`src/rtl/irq_nest_pkg.sv`:
```
package irq_nest_pkg;
  localparam int NUM_SRC   = 3;
  localparam int LVL_W     = $clog2(NUM_SRC + 1);
  localparam int IDX_W     = $clog2(NUM_SRC);
  localparam int VEC_SHIFT = 2;

  typedef struct packed {
    logic               push;
    logic               pop;
    logic [NUM_SRC-1:0] clrPend;
    logic [LVL_W-1:0]   newLvl;
  } ctrlStrobe_t;
endpackage

```
`src/rtl/irq_nest_dp.sv`:
```
module irq_nest_dp
  import irq_nest_pkg::*;
#(
  parameter int STAT_W  = 8,
  parameter int STACK_D = 7,
  parameter int DEPTH_W = 3
) (
  input  logic                 clk,
  input  logic                 rstN,
  input  logic [NUM_SRC-1:0]   irqLineN,
  input  logic                 pinsAvail,
  input  logic                 cfgWe,
  input  logic [NUM_SRC-1:0]   cfgEdge,
  input  logic                 cfgNest,
  input  logic                 forceClrWe,
  input  logic [2*NUM_SRC-1:0] forceClrData,
  input  logic                 maskWe,
  input  logic [NUM_SRC-1:0]   maskData,
  input  logic [STAT_W-1:0]    arithStat,
  input  logic [STAT_W-1:0]    modeStat,
  input  ctrlStrobe_t          strb,
  output logic [NUM_SRC-1:0]   pendVec,
  output logic [NUM_SRC-1:0]   maskOut,
  output logic                 nestMode,
  output logic [LVL_W-1:0]     curLvl,
  output logic [DEPTH_W-1:0]   depth,
  output logic                 restoreValid,
  output logic [STAT_W-1:0]    restoreArith,
  output logic [STAT_W-1:0]    restoreMode,
  output logic                 ovfFlag,
  output logic                 udfFlag
);
  localparam int ENT_W = 2 * STAT_W + NUM_SRC + LVL_W;
  localparam int MEM_N = 1 << DEPTH_W;
  localparam logic [DEPTH_W-1:0] FULL_CNT = DEPTH_W'(STACK_D);

  logic [NUM_SRC-1:0] lineQ, latchQ, edgeSelQ, availMask;
  logic [NUM_SRC-1:0] fallSeen, levelLow, setBits, clrBits;
  logic [DEPTH_W-1:0] topIdx;
  logic [ENT_W-1:0]   stackMem [MEM_N];
  logic [ENT_W-1:0]   topEnt, pushEnt;
  logic               stackFull, stackEmpty;

  // lines 0..NUM_SRC-2 may be lent to a serial port
  always_comb begin
    availMask = '1;
    for (int i = 0; i < NUM_SRC - 1; i++) availMask[i] = pinsAvail;
  end

  assign fallSeen = lineQ & ~irqLineN & availMask;
  assign levelLow = ~lineQ & ~edgeSelQ & availMask;
  assign pendVec  = latchQ | levelLow;

  assign setBits = (fallSeen & edgeSelQ)
                 | (forceClrWe ? forceClrData[NUM_SRC-1:0] : '0);
  assign clrBits = (forceClrWe ? forceClrData[2*NUM_SRC-1:NUM_SRC] : '0)
                 | strb.clrPend;

  always_ff @(posedge clk or negedge rstN) begin
    if (!rstN) begin
      lineQ    <= '1;
      latchQ   <= '0;
      edgeSelQ <= '0;
      nestMode <= 1'b0;
    end else begin
      lineQ  <= irqLineN;
      latchQ <= (latchQ | setBits) & ~clrBits;
      if (cfgWe) begin
        edgeSelQ <= cfgEdge;
        nestMode <= cfgNest;
      end
    end
  end

  // status stack
  assign stackFull  = (depth == FULL_CNT);
  assign stackEmpty = (depth == '0);
  assign topIdx     = depth - 1'b1;
  assign topEnt     = stackMem[topIdx];
  assign pushEnt    = {arithStat, modeStat, maskOut, curLvl};

  always_ff @(posedge clk) begin
    if (strb.push && !stackFull) stackMem[depth] <= pushEnt;
  end

  always_ff @(posedge clk or negedge rstN) begin
    if (!rstN) begin
      depth        <= '0;
      curLvl       <= '0;
      maskOut      <= '0;
      restoreValid <= 1'b0;
      restoreArith <= '0;
      restoreMode  <= '0;
      ovfFlag      <= 1'b0;
      udfFlag      <= 1'b0;
    end else begin
      restoreValid <= 1'b0;
      if (maskWe) maskOut <= maskData;
      if (strb.push) begin
        curLvl <= strb.newLvl;
        if (stackFull) ovfFlag <= 1'b1;
        else           depth   <= depth + 1'b1;
      end else if (strb.pop) begin
        if (stackEmpty) begin
          udfFlag <= 1'b1;
        end else begin
          depth        <= topIdx;
          curLvl       <= topEnt[LVL_W-1:0];
          maskOut      <= topEnt[LVL_W +: NUM_SRC];
          restoreMode  <= topEnt[LVL_W + NUM_SRC +: STAT_W];
          restoreArith <= topEnt[LVL_W + NUM_SRC + STAT_W +: STAT_W];
          restoreValid <= 1'b1;
        end
      end
    end
  end
endmodule

```
`src/rtl/irq_nest_arb.sv`:
```
module irq_nest_arb
  import irq_nest_pkg::*;
#(
  parameter int VEC_W = 8
) (
  input  logic               clk,
  input  logic               rstN,
  input  logic [NUM_SRC-1:0] pendVec,
  input  logic [NUM_SRC-1:0] maskVec,
  input  logic               intEnable,
  input  logic               nestMode,
  input  logic [LVL_W-1:0]   curLvl,
  input  logic               rtiStrobe,
  output ctrlStrobe_t        strb,
  output logic               ack,
  output logic [VEC_W-1:0]   vecAddr
);
  logic [NUM_SRC-1:0] eligible;
  logic [IDX_W-1:0]   winIdx;
  logic [LVL_W-1:0]   winLvl;
  logic               winValid, allowed, take;

  // later (higher) index overrides: fixed priority, top line wins
  always_comb begin
    eligible = pendVec & maskVec & {NUM_SRC{intEnable}};
    winValid = 1'b0;
    winIdx   = '0;
    for (int i = 0; i < NUM_SRC; i++) begin
      if (eligible[i]) begin
        winValid = 1'b1;
        winIdx   = IDX_W'(i);
      end
    end
  end

  assign winLvl  = LVL_W'(winIdx) + 1'b1;
  assign allowed = nestMode ? (winLvl > curLvl) : (curLvl == '0);
  assign take    = winValid && allowed && !rtiStrobe;

  always_comb begin
    strb.push    = take;
    strb.pop     = rtiStrobe;
    strb.newLvl  = winLvl;
    strb.clrPend = '0;
    if (take) strb.clrPend[winIdx] = 1'b1;
  end

  always_ff @(posedge clk or negedge rstN) begin
    if (!rstN) begin
      ack     <= 1'b0;
      vecAddr <= '0;
    end else begin
      ack <= take;
      if (take) vecAddr <= VEC_W'(winIdx) << VEC_SHIFT;
    end
  end
endmodule

```
`src/rtl/irq_nest_ctrl.sv`:
```
module irq_nest_ctrl
  import irq_nest_pkg::*;
#(
  parameter int STAT_W  = 8,
  parameter int STACK_D = 7,
  parameter int VEC_W   = 8
) (
  input  logic                         clk,
  input  logic                         rstN,
  input  logic [2:0]                   irqLineN,
  input  logic                         pinsAvail,
  input  logic                         intEnable,
  input  logic                         cfgWe,
  input  logic [2:0]                   cfgEdge,
  input  logic                         cfgNest,
  input  logic                         forceClrWe,
  input  logic [5:0]                   forceClrData,
  input  logic                         maskWe,
  input  logic [2:0]                   maskData,
  input  logic [STAT_W-1:0]            arithStat,
  input  logic [STAT_W-1:0]            modeStat,
  input  logic                         rtiStrobe,
  output logic                         ack,
  output logic [VEC_W-1:0]             vecAddr,
  output logic [1:0]                   inService,
  output logic [$clog2(STACK_D+1)-1:0] stackDepth,
  output logic [2:0]                   maskOut,
  output logic                         restoreValid,
  output logic [STAT_W-1:0]            restoreArith,
  output logic [STAT_W-1:0]            restoreMode,
  output logic                         ovfFlag,
  output logic                         udfFlag
);
  localparam int DEPTH_W = $clog2(STACK_D + 1);

  ctrlStrobe_t        strb;
  logic [NUM_SRC-1:0] pendVec;
  logic               nestMode;

  irq_nest_dp #(.STAT_W(STAT_W), .STACK_D(STACK_D), .DEPTH_W(DEPTH_W)) u_dp (
    .clk(clk), .rstN(rstN), .irqLineN(irqLineN), .pinsAvail(pinsAvail),
    .cfgWe(cfgWe), .cfgEdge(cfgEdge), .cfgNest(cfgNest),
    .forceClrWe(forceClrWe), .forceClrData(forceClrData),
    .maskWe(maskWe), .maskData(maskData),
    .arithStat(arithStat), .modeStat(modeStat), .strb(strb),
    .pendVec(pendVec), .maskOut(maskOut), .nestMode(nestMode),
    .curLvl(inService), .depth(stackDepth),
    .restoreValid(restoreValid), .restoreArith(restoreArith),
    .restoreMode(restoreMode), .ovfFlag(ovfFlag), .udfFlag(udfFlag)
  );

  irq_nest_arb #(.VEC_W(VEC_W)) u_arb (
    .clk(clk), .rstN(rstN), .pendVec(pendVec), .maskVec(maskOut),
    .intEnable(intEnable), .nestMode(nestMode), .curLvl(inService),
    .rtiStrobe(rtiStrobe), .strb(strb), .ack(ack), .vecAddr(vecAddr)
  );
endmodule

```
`config.mk`:
```
export PLATFORM = sky130hd
export DESIGN_NAME = irq_nest_ctrl
export DESIGN_NICKNAME = d
export VERILOG_FILES = /design/src/rtl/irq_nest_pkg.sv /design/src/rtl/irq_nest_dp.sv /design/src/rtl/irq_nest_arb.sv /design/src/rtl/irq_nest_ctrl.sv
export SDC_FILE = /design/constraint.sdc
export NUM_CORES = 1
export LEC_CHECK = 0
export BUFFER_PORTS_ARGS = -buffer_cell sky130_fd_sc_hd__clkbuf_2
export CAP_MARGIN = 10
export CORE_MARGIN = 10
export CORE_UTILIZATION = 55
export CTS_CLUSTER_DIAMETER = 100
export CTS_CLUSTER_SIZE = 40
export DETAILED_ROUTE_END_ITERATION = 8
export HOLD_SLACK_MARGIN = 0.02
export PLACE_DENSITY = 0.75
export SLEW_MARGIN = 20
export SYNTH_ARGS = -nofsm -noshare
export SYNTH_HDL_FRONTEND = slang
export SYNTH_SLANG_ARGS = --single-unit
```
`constraint.sdc`:
```
create_clock -name clk -period 6.1 [get_ports clk]
set_input_delay 0.61 -clock clk [delete_from_list [all_inputs] [get_ports clk]]
set_output_delay 0.61 -clock clk [all_outputs]
set_load 0.1 [all_outputs]
```
### Yosys cells after proc, flatten, opt, wreduce, memory -nomap -nowiden

Memories as Yosys holds them, arrays and structs flattened.
Cells that the tools add are included.

| word-level totals | value |
|---|---|
| register bits after elaboration | 40 |
| latch bits | 0 |
| memory bits (writable) | 168 |
| ROM bits | 0 |
| input bits | 40 |
| output and inout bits | 36 |
| logic and storage cells | 83 |
| memories | 1 |

| operators by class | value |
|---|---|
| add/subtract/negate cells | 3 |
| multipliers | 0 |
| div/mod/pow operators | 0 |
| $lt $le $gt $ge | 3 |
| equal/unequal tests | 3 |
| shifts and indexed selects | 0 |
| mux-type cells | 27 |
| bitwise gates (word level) | 18 |
| reductions and logical operators | 14 |

Memory list:

| name | words | width | rd ports | clocked after Yosys merged registers in | wr ports | line | RTL |
|---|---|---|---|---|---|---|---|
| u_dp.stackMem | 8 | 21 | 1 | 0 | 1 | irq_nest_dp.sv:40 | `logic [ENT_W-1:0] stackMem [MEM_N];` |

Operators by type and width:

| kind | count |
|---|---|
| $mux W3 | 11 |
| $and A3 B3 Y3 | 8 |
| $not A3 Y3 | 4 |
| $or A3 B3 Y3 | 4 |
| $mux W1 | 11 |
| $reduce_and A3 Y1 | 3 |
| $mux W2 | 4 |
| $logic_and A1 B1 Y1 | 4 |
| $reduce_and A2 Y1 | 2 |
| $add A3 B1 Y3 const B | 1 |
| $eq A3 B3 Y1 const B | 1 |
| $logic_not A3 Y1 | 1 |
| $lt A2 B3 Y1 const B | 1 |
| $sub A3 B1 Y3 const B | 1 |
| $add A2 B1 Y2 const B | 1 |
| $demux W1 S2 | 1 |
| $ge A2 B1 Y1 const B | 1 |
| $gt A2 B2 Y1 | 1 |
| $logic_not A1 Y1 | 2 |
| $logic_not A2 Y1 | 1 |
| $ne A2 B1 Y1 const B | 1 |
| $ne A2 B2 Y1 const B | 1 |
| $not A1 Y1 | 2 |
| $reduce_bool A2 Y1 | 1 |

### Longest topological paths before layout

Gate-level depths: netlist (run 1).

| depth | value |
|---|---|
| depth in word-level cells | 17 |
| depth in mapped cells | 11 |
| mapped depth without buffers | 11 |

### Modules after synthesis

From an unflattened synthesis (run 1), not the netlist that was laid out.

| second synthesis, totals | value |
|---|---|
| cell total of the unflattened synthesis | 425 |
| area total of the unflattened synthesis | 8,197.9 um^2 |

Modules (own cells, without submodules):

| module | times used | cells an instance | area each (um^2) | seq. area each (um^2) |
|---|---|---|---|---|
| irq_nest_dp | 1 | 390 | 7,887.6 | 5,974.5 |
| irq_nest_arb | 1 | 35 | 310.3 | 75.1 |

### Least setup slack after synthesis (run 1)

Ideal clock, no wire load.

| timing | value |
|---|---|
| path kind | flip-flop to flip-flop |
| start point | register u_dp.maskOut[2] |
| end point | memory u_dp.stackMem[2][0] (netlist name) (enable) |
| setup time | 0.453 ns |
| arrival | 4.442 ns |
| data required time | 5.647 ns |
| setup slack | 1.205 ns |
| stages on the path, launching flop included | 10 |
| buffers on the path | 0 |
| clock period less this slack | 4.895 ns |
| cell sequence | dfrtp_1 o211ai_1 and2_1 inv_1 ha_1 nand2_1 o211ai_1 a21oi_4 nand3_1 nor4_1 |

| between the ends | value |
|---|---|
| word-level cells in the longest chain between the ends | 11 |
| elaborated cells on any way between the ends | 12 |
| classes of those cells | 1 x add/sub; 1 x order compare; 5 x mux; 2 x bitwise; 3 x reduce/logical |

RTL lines:

| item | line | RTL |
|---|---|---|
| start, declared | irq_nest_dp.sv:23 | `output logic [NUM_SRC-1:0] maskOut,` |
| start signal, assigned | irq_nest_dp.sv:98 | `if (maskWe) maskOut <= maskData;` |
| start signal, assigned | irq_nest_dp.sv:109 | `maskOut <= topEnt[LVL_W +: NUM_SRC];` |
| $and A3 B3 Y3 (*) (2 in series) | irq_nest_arb.sv:25 | `eligible = pendVec & maskVec & {NUM_SRC{intEnable}};` |
| $mux W2 | irq_nest_arb.sv:29 | `if (eligible[i]) begin` |
| $add A2 B1 Y2 | irq_nest_arb.sv:36 | `assign winLvl = LVL_W'(winIdx) + 1'b1;` |
| $gt A2 B2 Y1 | irq_nest_arb.sv:37 | `assign allowed = nestMode ? (winLvl > curLvl) : (curLvl == '0);` |
| $mux W1 | irq_nest_arb.sv:37 |  |
| $logic_and A1 B1 Y1 (*) (2 in series) | irq_nest_arb.sv:38 | `assign take = winValid && allowed && !rtiStrobe;` |
| $logic_and A1 B1 Y1 (*) | irq_nest_dp.sv:83 | `if (strb.push && !stackFull) stackMem[depth] <= pushEnt;` |
| $mux W1 (*) | irq_nest_dp.sv:83 |  |
| $mux W1 (implied by the code) (*) | irq_nest_dp.sv:83 |  |
| end, declared | irq_nest_dp.sv:40 |  |

Every way passes the cells marked *; elsewhere a longest branch is shown, timed or not.

### Worst setup path in the final report (run 1)

| timing | value |
|---|---|
| start point | register u_dp.lineQ[2] |
| end point | memory u_dp.stackMem[0][9] (netlist name) (enable) |

| between the ends | value |
|---|---|
| word-level cells in the longest chain between the ends | 15 |
| elaborated cells on any way between the ends | 16 |
| classes of those cells | 1 x add/sub; 1 x order compare; 5 x mux; 6 x bitwise; 3 x reduce/logical |

RTL lines:

| item | line | RTL |
|---|---|---|
| start, declared | irq_nest_dp.sv:37 | `logic [NUM_SRC-1:0] lineQ, latchQ, edgeSelQ, availMask;` |
| start signal, assigned | irq_nest_dp.sv:66 | `lineQ <= irqLineN;` |
| $not A3 Y3 (*) | irq_nest_dp.sv:51 | `assign levelLow = ~lineQ & ~edgeSelQ & availMask;` |
| $and A3 B3 Y3 (*) (2 in series) | irq_nest_dp.sv:51 |  |
| $or A3 B3 Y3 (*) | irq_nest_dp.sv:52 | `assign pendVec = latchQ \| levelLow;` |
| $and A3 B3 Y3 (*) (2 in series) | irq_nest_arb.sv:25 |  |
| $mux W2 | irq_nest_arb.sv:29 |  |
| $add A2 B1 Y2 | irq_nest_arb.sv:36 |  |
| $gt A2 B2 Y1 | irq_nest_arb.sv:37 |  |
| $mux W1 | irq_nest_arb.sv:37 |  |
| $logic_and A1 B1 Y1 (*) (2 in series) | irq_nest_arb.sv:38 |  |
| net u_arb.take | irq_nest_arb.sv:21 | `logic winValid, allowed, take;` |
| $logic_and A1 B1 Y1 (*) | irq_nest_dp.sv:83 |  |
| $mux W1 (*) | irq_nest_dp.sv:83 |  |
| $mux W1 (implied by the code) (*) | irq_nest_dp.sv:83 |  |

The timed path passes the listed nets; every way through them passes the cells marked *.

==> flow_summary.toml, run 1 <==
[floorplanning]
ios = 76
fp.dieH_um = 142.1
die_w_um = 142.1
core_region_area_sq_um = 14590
die-area_sq_um = 20190
start_util_pct = 56.18
fp-row-count = 44

[global_routing]
met3_usage_pct = 3.104
use_met1_pct = 19.26
antenna_found_initial = 0
grt_pass1_wl_mm = 23.52
grt_util_met2_pct = 25.12
grt_pass1_vias = 4299
overflow = 0
top_usage_layer = "met2"
grtUsageTotal_pct = 14.68
grt_max_degree = 52

[cts]
cts_buffers = 9
cts-root-buf = "clkbuf_16"
cts_tree = "built"
hold_buffers = 0
clk_pin_slew_ns = 0.13
clk_latency_ns = 0.46
h-tree-depth = 1
clk_path_buf_depth = 3
cts.repair.resized = 0
cts_sinks = 208
cts_setup_buffers = 0

[routing]
postRouteAntennaNets = 0
drt_pre_antenna_iters = 4
drc_errors = 0
vias = 4034
wl_mm = 14.89
vias_per_cell = 5.941
drtIter0Drc = 355
wl_per_cell_um = 21.92

[synth]
ys_async_sr_fraction_pct = 19.23
synth-edff-count = 168
yosys.cell_types.count = 50
syn_inst = 422
syn_avg_cell_area_sq_um = 19.42
synth-seq-area-share_pct = 73.81
netlist_area_sq_um = 8197
ys_ff_latch = 208
synth_ff_type = "edfxtp_1"
yosys_warnings = 0

[cells_and_area]
utilization_pct = 61.73
final_nets = 540
layout.cells.non_filler = 679
antenna_cells = 0
drive_gt1_share_pct = 29.49
area_growth_pct = 9.876

[sta]
drv_slew = 0
setup_violations = 0
max_freq_mhz = 302.5
layout_min_cycle_time_ns = 3.306
slew_headroom_pct = 36.59
final-hold-violation-count = 0
rsz0062_at_grt = "false"
hold_ws_ns = 0.1239
clock_skew_ns = 0.02251
tns_ns = 0
finalCritPeriodShare_pct = 54.19
worstMarginPinSlew_ns = 0.9511

[worst_setup_path]
r2r.worst_path.cells = 11
reg2reg_setup_slack_ns = 2.79
endpoint_kind = "flop"
reg2reg_to = "u_dp.stackMem[0][9]$_DFFE_PP_"
start_kind = "flop"
crit_required_ns = 6.21
cp_max_fo = 21
path_class = "flop to flop"
reg2reg_from = "u_dp.lineQ[2]$_DFF_PN1_"
cp.arrival_ns = 3.41

[job]
cap_violations = 0

[hold_path]
worst_hold_path_type = "primary input to asynchronous set/reset pin"

[power_and_ir_drop]
p_per_area_nw_per_um2 = 504.8
vdd_drop_max_v = 0.0003058
p_leak_nw = 3.253
p_total_w = 0.004546

[placement]
io_buffers = 69
dp_cells = 667
gp_congestion = 0.8292
hpwl_mm = 9.043

[status]
status = "completed"
==> power by group <==
part / internal (W) / switching (W)
Combinational: 0.000642 / 0.00138
Clock: 0.000284 / 0.000394
Sequential: 0.00172 / 0.000128
Total: 0.00265 / 0.00190
==> per-stage QoR <==
step / cell area (sq um) / setup slack, ns
CTS: 9002 / 2.461
detailed placement: 8740 / 2.275
finish: 9006 / 2.794
global route: 9006 / 2.509
global placement: 8740 / 2.377
floorplan: 8215 / 1.205
==> critical path, stage by stage (launching register included) <==
cell      delay [ns]
dfstp_2         0.55
nor2_1          0.05
o211ai_1        0.23
and2_1          0.22
inv_1           0.06
ha_1            0.28
nor2b_1         0.13
o211ai_1        0.13
a21oi_4         0.29
nand2_2         0.20
inv_2           0.16
and4_2          0.67
==> layout by cell type (no fill, tap or decap), types with 3 or more instances in the layout <==
cell type  instances
edfxtp_1         168
clkbuf_2          68
dfrtp_1           36
mux4_2            34
nand2_1           24
mux2i_1           23
buf_4             12
o21ai_0           11
clkbuf_16          9
inv_1              8
a21oi_1            8
mux4_1             8
o21ai_1            7
ha_1               6
conb_1             6
nor2_1             5
nand3_1            5
mux2_2             5
a211oi_1           4
o211ai_1           3
nor2b_1            3
nor3_2             3
dfstp_2            3
==> state kept, by name (all words and copies together) (netlist names), 3 cells and up <==
| name | count |
|---|---|
| u_dp.depth | 3 |
| u_dp.edgeSelQ | 3 |
| u_dp.latchQ | 3 |
| u_dp.lineQ | 3 |
| u_dp.maskOut | 3 |
| u_dp.restoreArith | 8 |
| u_dp.restoreMode | 8 |
| u_dp.stackMem | 168 |
==> worst max path at each step <==
| stage | start | endpoint | depth (start not counted) |
|---|---|---|---|
| 2_1_floorplan | u_dp.maskOut[2]$_DFF_PN0_ | u_dp.stackMem[2][0]$_DFFE_PP_ | 9 |
| 3_3_place_gp | pinsAvail | u_dp.stackMem[0][9]$_DFFE_PP_ | 12 |
| 3_5_place_dp | pinsAvail | u_dp.stackMem[0][11]$_DFFE_PP_ | 12 |
| 4_1_cts | u_dp.lineQ[2]$_DFF_PN1_ | u_dp.stackMem[0][8]$_DFFE_PP_ | 11 |
| 5_1_grt | u_dp.lineQ[2]$_DFF_PN1_ | u_dp.stackMem[0][5]$_DFFE_PP_ | 11 |
| 6_report | u_dp.lineQ[2]$_DFF_PN1_ | u_dp.stackMem[0][9]$_DFFE_PP_ | 11 |
==> layout make-up <==
| class | instances | area [sq um] |
|---|---|---|
| Clock inverter | 1 | 30.03 |
| Fill cell | 1026 | 5583 |
| Multi-Input combinational cell | 186 | 1998 |
| Sequential cell | 208 | 6051 |
| Clock buffer | 11 | 232.7 |
| Timing Repair Buffer | 80 | 430.4 |
| Tap cell | 184 | 230.2 |
| Inverter | 9 | 33.78 |
==> synth_stat cells (all sizes together), types with 2 or more instances <==
cell	n	area share (%)
edfxtp	168	62
mux4	42	12
dfrtp	37	11
nand2	25	1.2
mux2i	23	2.8
buf	18	1.7
o21ai	18	1.1
a21oi	9	0.69
inv	9	0.41
nor2	7	0.32
clkbuf	6	0.32
ha	6	0.92
mux2	5	0.69
nand3	5	0.31
a211oi	4	0.37
o211ai	4	0.43
dfstp	3	0.96
nor2b	3	0.23
nor3	3	0.18
a21o	2	0.18
a221oi	2	0.21
a222oi	2	0.24
and2	2	0.15
nand4b	2	0.21
nor3b	2	0.18
nor4	2	0.15
==> metal layers <==
layer | wire, um | up-vias
li1 | - | 1809
met1 | 6237 | 2081
met2 | 7422 | 131
met3 | 1101 | 13
met4 | 125 | 0
met5 | 0 | -
==> cell families after synthesis <==
kind of cell               count (synthesis)  synth area share [%]
AOI/OAI and AO/OA                         46                 3.725
buffers and inverters                     33                 2.457
DFF                                      208                 73.81
adders and majority gates                  6                0.9159
other                                      1               0.04575
and+or+nand+nor                           56                 3.343
xor gates and xnor gates                   2                0.3054
muxes                                     70                 15.40
No activity file was read; power rests on OpenSTA's default activity.
==> run 2: changes to the inputs <==
- ABC_AREA: default -> 1
- CORE_UTILIZATION: 55 -> 53
- clock period: 6.1 -> 2.95 ns (I/O delays scaled with it)
==> run 2 against run 1 <==
  * The run now ends with hold timing left
  * Clock-buffer cell count did not move
  * Design area rose by 3.0%
  * Clock power rose by 120%
  * Die area rose by 4.9%
  * Power rose by 130%
  * Largest cell class unchanged
  * Largest power group unchanged
==> flow_summary.toml, run 2 <==
[cts]
clk_latency_ns = 0.47
cts_buffers = 9
hold_buffers = 3
cts-root-buf = "clkbuf_16"
cts.repair.resized = 0
clk_pin_slew_ns = 0.13
cts_sinks = 208
cts_setup_buffers = 0
cts_tree = "built"
h-tree-depth = 1
clk_path_buf_depth = 3

[routing]
drtIter0Drc = 630
wl_mm = 18.52
drc_errors = 0
postRouteAntennaNets = 0
vias_per_cell = 5.793
drt_pre_antenna_iters = 5
wl_per_cell_um = 19.50
vias = 5503

[sta]
rsz0062_at_grt = "false"
max_freq_mhz = 351.5
tns_ns = 0
clock_skew_ns = 0.03704
setup_violations = 0
setup_ws_ns = 0.1049
finalCritPeriodShare_pct = 96.45
layout_min_cycle_time_ns = 2.845
slew_headroom_pct = 35.45
worstMarginPinSlew_ns = 0.9683
final-hold-violation-count = 37
drv_slew = 0
hold_ws_ns = -0.03320

[worst_setup_path]
crit_buf_inv = 3
start_kind = "flop"
crit_slowest_cell = "dfstp_2"
endpoint_kind = "flop"
critPathMostFrequentCell = "nand2_1"
critPathTopFamily = "simple AND/OR/NAND/NOR gates"
reg2reg_setup_slack_ns = 0.10
cp.arrival_ns = 2.99
cp_cell_sequence = "o21bai_1, nand3_1, inv_1, nor2_1, ha_1, nand2_1, nand2_1, a21oi_4, nand3_2, inv_2, nand2_2, nor2_2, buf_12"
slowest_delay_ns = 0.56
path_class = "flop to flop"
cp_max_fo = 21
crit_required_ns = 3.10

[power_and_ir_drop]
p_sw_share_pct = 47.91
clock_power_share_pct = 14.3
p_per_area_nw_per_um2 = 1104
vdd_drop_max_v = 0.0007457
combPwrFrac_pct = 48.2
switchingPower_w = 0.004906
p_int_w = 0.005335
seqPwrFrac_pct = 37.5
p_total_w = 0.01024
p_leak_nw = 3.500

[synth]
syn_inst = 668
synthTopCellsByArea = "edfxtp_1, dfrtp_1, nand2_1"
synth_most_common_cell = "edfxtp_1"
synth-seq-area-share_pct = 72.49
synth-edff-count = 168
ys_ff_latch = 208
yosys_warnings = 0
yosys.area.top_type = "edfxtp_1"
yosysTopAreaCellShare_pct = 60.45
syn_avg_cell_area_sq_um = 12.49
synth_ff_type = "edfxtp_1"
yosys.cell_types.count = 27
yosys.area_share.adder_pct = 0.8996
synth_xor_area_share_pct = 0.1949
synthSimpleGateAreaFrac_pct = 12.56
synth.mux.area_fraction_pct = 0.4048
netlist_area_sq_um = 8346
ys_async_sr_fraction_pct = 19.23
synth_top_family_by_area = "simple AND/OR/NAND/NOR gates"
synth_compound_area_share_pct = 9.310
synthTopCellsByCount = "edfxtp_1, nand2_1, nor2_1"

[cells_and_area]
final_cell_mix = "edfxtp_1, nand2_1, nor2_1"
utilization_pct = 60.56
area_growth_pct = 11.14
largest_register_ff_count = 168
layout_commonest_cell = "edfxtp_1"
final_nets = 782
layout.cells.non_filler = 950
top_regs = "u_dp.stackMem (168), u_dp.restoreArith (8), u_dp.restoreMode (8)"
drive_gt1_share_pct = 18.43
largest-register = "u_dp.stackMem"

[job]
cap_violations = 0

[placement]
gp_congestion = 0.7852
io_buffers = 69
dp_cells = 933
dp_slack_ns = 0.1999
hpwl_mm = 11.62

[global_routing]
grt_pass1_wl_mm = 29.86
grt_max_degree = 47
grtUsageTotal_pct = 17.14
antenna_found_initial = 1
overflow = 0
grt_pass1_vias = 5540

[floorplanning]
fp.dieH_um = 145.5
start_util_pct = 54.49
fp-row-count = 45
die_w_um = 145.5
die-area_sq_um = 21170
ios = 76
core_region_area_sq_um = 15310

[status]
status = "finished, violations left"
violations = "hold timing"

[hold_path]
worst_hold_path_type = "primary input to asynchronous set/reset pin"
run 2: changes by cell type after synthesis, moves of 12 or more:
cell / delta
mux2i_1: -23
nor2_1: +89
o221ai_1: +34
mux4_2: -34
o21ai_0: +63
nand3_1: +44
inv_1: +12
nand2_1: +77
run 2: final timing paths:
path,start,end,depth (start not counted)
min in group clk,cfgNest,u_dp.nestMode$_DFFE_PN0P_,3
min reg2reg,u_dp.ovfFlag$_DFFE_PN0P_,u_dp.ovfFlag$_DFFE_PN0P_,1
max reg2reg,u_dp.lineQ[2]$_DFF_PN1_,u_dp.stackMem[0][11]$_DFFE_PP_,13
min,rstN,u_dp.latchQ[1]$_DFF_PN0_,1
max in group asynchronous,rstN,u_dp.curLvl[1]$_DFFE_PN0P_,1
max,u_dp.lineQ[2]$_DFF_PN1_,u_dp.stackMem[0][11]$_DFFE_PP_,13
run 2: metrics by stage:
stage	hold slack [ns]	instance area (sq um)
finish	-0.03320	9275
CTS	0.02179	9273
detailed placement	0.4076	8971
global route	0.02851	9275
floorplan	-0.0005911	8389
global placement	0.4005	8971
run 2: cells by family (layout without fill, tap and decap cells):
logic type,after synthesis,after routing
adder cells (fa/ha/maj),6,6
flip-flops,208,208
multiplexers,3,3
other,1,7
buffers and inverters,69,134
AO/OA/AOI/OAI,126,126
AND/OR/NAND/NOR,254,254
XOR/XNOR,1,1
run 2: cell type report:
cell class / count / area (sq um)
sequential: 208 / 6056
fill: 1196 / 6040
multi-input combinational: 396 / 1993
timing repair buffer: 93 / 583.1
tap: 211 / 264.0
clock buffer: 11 / 232.7
inverter: 28 / 105.1
clock inverter: 2 / 38.79
antenna: 1 / 2.502
run 2: power groups by stage:
stage	clock network [W]	logic, W	registers (W)
floorplan	0	0.00248	0.00524
global placement	0	0.00483	0.00388
detailed placement	0	0.00494	0.00390
CTS	0.00149	0.00496	0.00384
global route	0.00160	0.00537	0.00388
finish	0.00146	0.00494	0.00384
run 2: metal layers:
metal  up-vias  wire [um]  global-route usage (%)
met5         -          0                       0
li1       2508          -                       -
met4         0        399                   5.713
met3        32       1188                   2.515
met1      2748       7885                   23.45
met2       215       9048                   27.54
==> run 3: changes to the inputs <==
- CORE_UTILIZATION: 53 -> 50
- PLACE_DENSITY: 0.75 -> 0.72
==> run 3 against run 2 <==
  * The flow now finishes without violations
  * Clock power barely moved
  * Combinational power fell by 1%
  * Core utilization fell by 4.3 points
  * Clock-buffer cell count did not move
  * Worst setup slack improved by 0.085 ns
  * Fmax rose by 3.1%
  * Clock skew fell by 0.016 ns
  * Critical path depth rose by 2
  * Final cell count rose by 0.53%
  * Sequential power barely moved
  * Critical path type unchanged
  * Critical endpoint is now u_dp.stackMem[5][8]$_DFFE_PP_
  * Largest cell class unchanged
  * Largest power group unchanged
==> flow_summary.toml, run 3 (synthesis results as in run 2) <==
[status]
status = "completed"

[worst_setup_path]
cp.arrival_ns = 2.93
cp_cell_sequence = "inv_1, nand3_1, nand2_1, nand2_1, nand2_1, ha_1, nand2_1, nand2_1, nand2_1, a21oi_4, nand3_2, inv_2, nand2_2, nor2_2, buf_4"
reg2reg_from = "u_dp.lineQ[1]$_DFF_PN1_"
critPathLaunch = "u_dp.lineQ[1]$_DFF_PN1_"
start_kind = "flop"
crit_buf_inv = 3
critPathMostFrequentCell = "nand2_1"
crit_slowest_cell = "dfstp_2"
endpoint_kind = "flop"
slowest_delay_ns = 0.55
crit_required_ns = 3.12
path_class = "flop to flop"
critPathTopFamily = "simple AND/OR/NAND/NOR gates"
cp_max_fo = 12

[cts]
h-tree-depth = 1
cts_sinks = 208
cts-root-buf = "clkbuf_16"
cts_setup_buffers = 0
cts_tree = "built"
cts_buffers = 9
clk_latency_ns = 0.47
clk_path_buf_depth = 3
clk_pin_slew_ns = 0.14

[hold_path]
worst_hold_path_type = "primary input to flop"
min_from = "cfgNest"

[sta]
finalCritPeriodShare_pct = 93.57
final-hold-violation-count = 0
clock_skew_ns = 0.02145
worstMarginPinSlew_ns = 0.8584
setup_violations = 0
hold_ws_ns = 0.02989
slew_headroom_pct = 42.78
drv_slew = 0
rsz0062_at_grt = "false"
max_freq_mhz = 362.3
layout_min_cycle_time_ns = 2.760
setup_ws_ns = 0.1897

[power_and_ir_drop]
p_per_area_nw_per_um2 = 1096
p_leak_nw = 3.488
vdd_drop_max_v = 0.0005647

[global_routing]
overflow = 0
grt_pass1_vias = 5357
grt_max_degree = 88
antenna_found_initial = 0
grt_pass1_wl_mm = 28.64
grtUsageTotal_pct = 15.98

[routing]
postRouteAntennaNets = 0
vias = 5311
drt_pre_antenna_iters = 5
drtIter0Drc = 552
wl_mm = 18.01
wl_per_cell_um = 18.86
vias_per_cell = 5.561
drc_errors = 0

[floorplanning]
die-area_sq_um = 22260
ios = 76
core_region_area_sq_um = 16470
fp-row-count = 47
fp.dieH_um = 149.2
start_util_pct = 50.68
die_w_um = 149.2

[placement]
hpwl_mm = 11.28
placed_area_sq_um = 8952
io_buffers = 69
gp_congestion = 0.7737
dp_slack_ns = 0.2445

[cells_and_area]
regArea_sq_um = 6056
layout_commonest_cell = "edfxtp_1"
multi_input_area_sq_um = 1993
drive_gt1_share_pct = 17.96
top_regs = "u_dp.stackMem (168), u_dp.restoreArith (8), u_dp.restoreMode (8)"
largest-register = "u_dp.stackMem"
final_nets = 779
antenna_cells = 0
postLayoutCellArea_sq_um = 9268
area_growth_pct = 11.05
final.fill_count = 1352
largest_register_ff_count = 168
final_cell_mix = "edfxtp_1, nand2_1, nor2_1"

[job]
cap_violations = 0
-- run 3: repair_timing --
| action | 4_1_cts | 5_1_grt |
|---|---|---|
| endpoints found under the hold margin | 3 | 37 |
| hold buffers | 3 | 1 |
| setup endpoints to repair | 0 | 2 |
| resized for setup | 0 | 1 |
-- run 3: worst min-delay path, stage by stage --
cell	delay, ns
clkbuf_2	0.07
nand2_1	0.04
o21ai_0	0.06
-- run 3: stage by stage --
stage          instances  setup TNS (ns)  utilization (%)  power [W]
3_5_place_dp         938               0            54.37   0.008775
4_1_cts              954               0            56.19    0.01022
3_3_place_gp         938               0            54.37   0.008658
5_1_grt              955               0            56.28    0.01077
2_1_floorplan        673         -0.5468                -   0.007717
6_report             955               0            56.28    0.01015
-- run 3: final cells by class --
class | instances | area share, %
well taps | 220 | 2.970
repair buffers | 90 | 6.143
flip-flops and latches | 208 | 65.34
clock buffers | 11 | 2.511
multi-input cells | 396 | 21.51
clock inverters | 2 | 0.3915
inverters | 28 | 1.134
-- run 3: worst paths after layout --
check	endpoint	slack, ns	depth (start not counted)
hold / removal	u_dp.nestMode$_DFFE_PN0P_	0.03	3
max in group asynchronous	u_dp.maskOut[1]$_DFF_PN0_	2.16	2
setup reg to reg	u_dp.stackMem[5][8]$_DFFE_PP_	0.19	15
min in group asynchronous	u_arb.ack$_DFF_PN0_	0.35	2
hold reg to reg	u_dp.ovfFlag$_DFFE_PN0P_	0.49	1
setup / recovery	u_dp.stackMem[5][8]$_DFFE_PP_	0.19	15
-- run 3: power breakdown --
part | total (W) | switching (W) | internal (W)
Combinational | 0.00487 | 0.00376 | 0.00111
Clock | 0.00145 | 0.000848 | 0.000601
Sequential | 0.00384 | 0.000251 | 0.00358
-- run 3: per-layer routing --
layer	global-route usage (%)	wire length, um	part of all wire, %
met5	0	0	0
met4	4.024	249	1.4
met3	2.306	1172	6.5
met2	26.89	9029	50
met1	21.38	7562	42
